--- src/rtl/rst_cause_pkg.sv ---
// Package: shared bit positions of the reset cause register.
// Assumes: the power-on bit is always position 0 and the other sources follow in order.
package rst_cause_pkg;
    localparam int NUM_SRC   = 3;            // non power-on sources
    localparam int CAUSE_W   = NUM_SRC + 1;  // cause bits incl. power-on
    localparam int POS_POR   = 0;
    localparam int POS_EXT   = 1;
    localparam int POS_WDT   = 2;
    localparam int POS_BOD   = 3;
endpackage

--- src/rtl/rst_cause_bit.sv ---
// Module: one sticky cause bit with set-priority over write-one-to-clear.
// Assumes: src_i and clr_i are synchronous to clk; por_n is a synchronous active-low reset.
module rst_cause_bit #(
    parameter logic RST_VAL = 1'b0
) (
    input  logic clk,
    input  logic por_n,
    input  logic src_i,
    input  logic clr_i,
    output logic q_o
);
    logic q_r;

    // Sticky flag: reset value on power-on, set by source, cleared by software.
    always_ff @(posedge clk) begin
        if (!por_n)
            q_r <= RST_VAL;
        else if (src_i)
            q_r <= 1'b1;
        else if (clr_i)
            q_r <= 1'b0;
    end

    assign q_o = q_r;


    src_sets_chk: assert property (@(posedge clk) disable iff (!por_n)
        src_i |=> q_o);


    clr_clears_chk: assert property (@(posedge clk) disable iff (!por_n)
        (clr_i && !src_i) |=> !q_o);


    hold_stable_chk: assert property (@(posedge clk) disable iff (!por_n)
        (!clr_i && !src_i) |=> $stable(q_o));
endmodule

--- src/rtl/rst_cause_reg.sv ---
// Module: reset cause status register in the power-on domain.
// Assumes: source levels and the write port are synchronous to clk; DATA_W >= CAUSE_W.
module rst_cause_reg
    import rst_cause_pkg::*;
#(
    parameter int DATA_W = 8
) (
    input  logic              clk,
    input  logic              por_n,
    input  logic              ext_rst_i,
    input  logic              wdt_rst_i,
    input  logic              bod_rst_i,
    input  logic              wr_en_i,
    input  logic [DATA_W-1:0] wr_data_i,
    output logic [DATA_W-1:0] rd_data_o
);
    localparam int PAD_W = DATA_W - CAUSE_W;

    logic [CAUSE_W-1:0] src_vec;
    logic [CAUSE_W-1:0] clr_vec;
    logic [CAUSE_W-1:0] cause_q;

    // Collect the source levels; power-on has no set input of its own.
    always_comb begin
        src_vec          = '0;
        src_vec[POS_EXT] = ext_rst_i;
        src_vec[POS_WDT] = wdt_rst_i;
        src_vec[POS_BOD] = bod_rst_i;
    end

    // Clear request per bit from a write of ones.
    assign clr_vec = wr_en_i ? wr_data_i[CAUSE_W-1:0] : '0;

    for (genvar i = 0; i < CAUSE_W; i++) begin : g_bit
        rst_cause_bit #(
            .RST_VAL(i == POS_POR)
        ) u_bit (
            .clk  (clk),
            .por_n(por_n),
            .src_i(src_vec[i]),
            .clr_i(clr_vec[i]),
            .q_o  (cause_q[i])
        );
    end

    // pad upper bits with zero
    if (PAD_W > 0) begin : g_pad
        assign rd_data_o = {{PAD_W{1'b0}}, cause_q};
    end else begin : g_nopad
        assign rd_data_o = cause_q;
    end


    por_state_chk: assert property (@(posedge clk)
        !por_n |=> (cause_q == CAUSE_W'(1)));


    por_release_chk: assert property (@(posedge clk) disable iff (!por_n)
        ($rose(por_n) && ext_rst_i) |=> (rd_data_o[POS_EXT] && rd_data_o[POS_POR]));
endmodule

--- config.mk ---
export PLATFORM = sky130hd
export DESIGN_NAME = rst_cause_reg
export DESIGN_NICKNAME = d
export VERILOG_FILES = /design/src/rtl/rst_cause_pkg.sv /design/src/rtl/rst_cause_bit.sv /design/src/rtl/rst_cause_reg.sv
export SDC_FILE = /design/constraint.sdc
export NUM_CORES = 1
export LEC_CHECK = 0
export BUFFER_PORTS_ARGS = -buffer_cell sky130_fd_sc_hd__buf_2
export CELL_PAD_IN_SITES_DETAIL_PLACEMENT = 1
export CELL_PAD_IN_SITES_GLOBAL_PLACEMENT = 2
export CORE_ASPECT_RATIO = 1.1
export CORE_UTILIZATION = 14
export CTS_CLUSTER_SIZE = 12
export DETAILED_ROUTE_END_ITERATION = 16
export PLACE_DENSITY_LB_ADDON = 0.08
export SLEW_MARGIN = 20
export SYNTH_ARGS = -nofsm -noshare
export SYNTH_HDL_FRONTEND = slang
export SYNTH_SLANG_ARGS = --single-unit
export TNS_END_PERCENT = 100
--- constraint.sdc ---
create_clock -name clk -period 1.75 [get_ports clk]
set_input_delay 0.2625 -clock clk [delete_from_list [all_inputs] [get_ports clk]]
set_output_delay 0.2625 -clock clk [all_outputs]
set_load 0.02 [all_outputs]
## Yosys cells after proc, flatten, opt, wreduce, memory -nomap -nowiden

Index checks and enable logic that the tools add are counted.

- Bits in registers: 4
- Bits of input ports: 14
- Output and inout port bits: 8
- Logic and storage cells: 14

- Mux-type cells: 7
- Reduce and logical (&&, ||, !) cells: 3

Operators with widths:

| kind | count |
|---|---|
| $mux W1 | 6 |
| $reduce_bool A2 Y1 | 3 |
| $mux W4 | 1 |

## Depth between registers and ports, before layout

- Depth in word-level cells: 3
- Gate-level depth with buffers: 2
- Gate-level depth less buffers: 2

## Cells and area by module

From an unflattened synthesis, not the netlist that was laid out.

- Cell total of the unflattened synthesis: 21
- Area, all modules: 216.5 um2

Modules (own cells, without submodules):

| module | instances | cells each | area an instance (um2) | sequential area each (um2) |
|---|---|---|---|---|
| rst_cause_bit (g_bit[1].u_bit ...) | 3 | 3 | 41.3 | 20.0 |
| rst_cause_reg | 1 | 9 | 58.8 | 0.0 |
| rst_cause_bit (g_bit[0].u_bit) | 1 | 3 | 33.8 | 20.0 |

## Worst setup path after synthesis

OpenSTA, ideal clock, no wires.

- Kind: register -> output
- From: register g_bit[1].u_bit.q_r
- To: output port rd_data_o[1]
- Arrival: 433 ps
- Slack: 1055 ps
- Cell stages (with the launch flop): 2
- Path buffers: 1
- Path through: dfxtp_1 > buf_4

RTL lines:

| what | RTL line | source |
|---|---|---|
| start: declaration | rst_cause_bit.sv:12 | `logic q_r;` |
| start signal: assignment | rst_cause_bit.sv:17 | `q_r <= RST_VAL;` |
| start signal: assignment | rst_cause_bit.sv:19 | `q_r <= 1'b1;` |
| start signal: assignment | rst_cause_bit.sv:21 | `q_r <= 1'b0;` |
| end: declaration | rst_cause_reg.sv:15 | `output logic [DATA_W-1:0] rd_data_o` |

No word-level cell between the ends.

## Final worst setup path

- From: register g_bit[2].u_bit.q_r
- To: output port rd_data_o[2]

RTL lines:

| what | RTL line |
|---|---|
| start: declaration | rst_cause_bit.sv:12 |
| start signal: assignment | rst_cause_bit.sv:17 |
| start signal: assignment | rst_cause_bit.sv:19 |
| start signal: assignment | rst_cause_bit.sv:21 |

No word-level cell between the ends.

==> results by group <==
Yosys
  – Cells after synthesis: 24
  – Yosys warnings: 0
  – Post-synth top area share: 39.5%
  – Top cells by area, synth: dfxtp_1 (40%), buf_4 (30%), a31oi_1 (9.3%), o21ai_1 (7.4%), inv_1 (5.6%)
  – Post-synth EDFFs: 0
  – Largest area contributor in the netlist: dfxtp_1
  – Top FF cell, synth: dfxtp_1
  – Count leader, synth: buf_4
  – Most frequent cells after synthesis: buf_4 (8), dfxtp_1 (4), a31oi_1 (3), inv_1 (3), o21ai_1 (3)
  – Distinct cells, synth: 8
  – Sequential area share after synthesis: 39.5%
  – Cell Area, Synth: 203 um2
  – Post-synthesis register bit count: 4
  – Async set-or-reset flop fraction in the synthesized netlist: 0%
  – Synthesized area per cell: 8.45 um2

Die
  – Die W: 38.3 um
  – Starting Density: 14.8%
  – # rows: 14
  – Die H: 41.9 um
  – Area of the die: 1600 um2
  – Core Region: 1370 um2
  – IO Count: 22

Timing
  – Max Freq: 1020 MHz
  – Final number of setup-violating endpoints: 0
  – Worst hold slack: 0.220 ns
  – RSZ-0062 raised after global routing: false
  – Crit path time final: 0.978 ns
  – Setup TNS: 0 ns
  – Max-slew violation count: 0
  – Final setup skew: 0 ns
  – Final Cycle Share: 55.9%
  – Final-report hold violation count: 0

Final layout
  – Fin nets: 51
  – Layout cell share with drive strength beyond 1: 48.6%
  – Non-filler cells in the finished layout: 51
  – Fill cells: 179
  – Fin util: 19.1%
  – Area growth syn-to-layout: 29.0%
  – Ant diodes: 0
  – Largest register FFs: 4

Route
  – Drt total wl: 467 um
  – Iter 0 DRT Violations: 4
  – DRC Markers: 0
  – Routed vias: 186
  – Final antenna-violating net count: 0
  – Via density per instance: 3.65
  – 1st-pass router iterations: 2
  – Wirelength per Cell: 9.16 um

Placed design
  – GPL Wtd Cong: 0.516
  – Post-DP HPWL: 373 um
  – DP Cell Count: 48
  – IO buf count: 13

Clocking
  – CTS Sinks: 4
  – CTS tree: yes
  – Post-CTS Setup Bufs: 0
  – Total CTS buffers: 3
  – H-Tree Depth: 1
  – CTS Buffer Depth: 2
  – Cts repair resizes: 0
  – Cts hold-fix bufs: 0
  – Root Buffer: clkbuf_4
  – Reg clk slew, reported paths: 0.04 ns
  – Clk_lat worst skew: 0.23 ns

Worst setup path
  – FF-to-FF setup slack: 1.10 ns
  – Worst setup EP type: output port
  – CP peak stage delay: 0.32 ns
  – Data required time of the worst path: 1.49 ns
  – Crit Path Max Fanout: 2
  – Arrival time at the worst endpoint: 0.72 ns
  – Top delay family on crit path: flip-flops
  – CP bufs+invs: 1
  – Worst path slowest cell: dfxtp_1
  – CP Cell Sequence: buf_2
  – Startpoint type of the worst setup path: flop
  – Crit Path Class: reg2out
  – Reg2reg path depth: 2
  – R2R Path Start: g_bit[0].u_bit.q_o$_SDFFE_PN1P_
  – Worst reg2reg endpoint: g_bit[0].u_bit.q_o$_SDFFE_PN1P_

Pwr
  – Worst vdd ir: 0.401 mV
  – Pwr Density: 999 nW/um2
  – Total Power: 261 uW
  – Leakage: 0.144 nW

Worst hold path
  – Hold Crit Endpoint: g_bit[1].u_bit.q_o$_SDFFE_PN0P_
  – Hold-critical path depth: 2
  – Worst hold path type: in2reg
  – Hold Path Origin: wr_data_i[1]

GRT
  – Initial antenna violation count: 0
  – Largest net degree at the start of global routing: 5
  – Total routing usage reported by global routing: 7.20%
  – Global-route wire length before repair: 696 um
  – Number of global-route vias before repair: 167
  – Global route overflow: 0

Job
  – Max Cap Viol: 0

Run status
  – Status: completed
==> cell usage in the layout (no fill, tap or decap), drive strengths merged <==
cell and count:
o21ai 3, a21bo 1, buf 13, conb 4, a31oi 3, dfxtp 4, inv 3, nand2 1
clkbuf 3
==> cell families (layout without fill, tap and decap cells) <==
family	Yosys count	count (layout)	share of synthesized area (%)
simple gates	1	1	1.85
buf+inv	11	19	35.2
compound gates	7	7	21.6
other cells	1	4	1.85
flops	4	4	39.5
==> metrics by stage <==
stage | area [um2] | worst slack (ns)
6_report | 262 | 0.772
5_1_grt | 262 | 0.737
4_1_cts | 262 | 0.755
3_5_place_dp | 239 | 1.02
3_3_place_gp | 239 | 1.02
2_1_floorplan | 214 | 1.05
==> worst register-to-register path, cell delays in order (launching register included) <==
cell and delay, ns:
dfxtp_1 0.32, a21bo_2 0.22, nand2_1 0.06
==> power breakdown <==
group	leakage, nW	switching [mW]	internal, mW
combinational	0.0968	0.0282	0.0175
sequential	0.0334	0.00294	0.0986
clock	0.0138	0.0373	0.0767
==> area by class of cell <==
| type | count | area, um2 | area share [%] |
|---|---|---|---|
| Sequential cell | 4 | 80.1 | 30.6 |
| Timing Repair Buffer | 13 | 65.1 | 24.9 |
| Multi-Input combinational cell | 12 | 62.6 | 23.9 |
| Clock buffer | 3 | 22.5 | 8.61 |
| Tap cell | 16 | 20.0 | 7.66 |
| Inverter | 3 | 11.3 | 4.31 |
==> worst max path at each step <==
stage	from	endpoint	slack [ns]	cells past startpoint
6_report	g_bit[2].u_bit.q_o$_SDFFE_PN0P_	rd_data_o[2]	0.77	1
5_1_grt	g_bit[3].u_bit.q_o$_SDFFE_PN0P_	rd_data_o[3]	0.74	1
4_1_cts	g_bit[2].u_bit.q_o$_SDFFE_PN0P_	rd_data_o[2]	0.75	1
3_5_place_dp	g_bit[3].u_bit.q_o$_SDFFE_PN0P_	rd_data_o[3]	1.02	1
3_3_place_gp	g_bit[2].u_bit.q_o$_SDFFE_PN0P_	rd_data_o[2]	1.02	1
2_1_floorplan	g_bit[1].u_bit.q_o$_SDFFE_PN0P_	rd_data_o[1]	1.05	1
==> per-layer routing <==
| layer | routed length [um] | up-vias | GRT usage [%] |
|---|---|---|---|
| li1 | - | 89 | - |
| met1 | 156 | 87 | 5.02 |
| met2 | 249 | 10 | 10.5 |
| met3 | 61 | 0 | 8.56 |
| met4 | 0 | 0 | 4.29 |
| met5 | 0 | - | 0 |
Power figures use the tool's default switching activity.
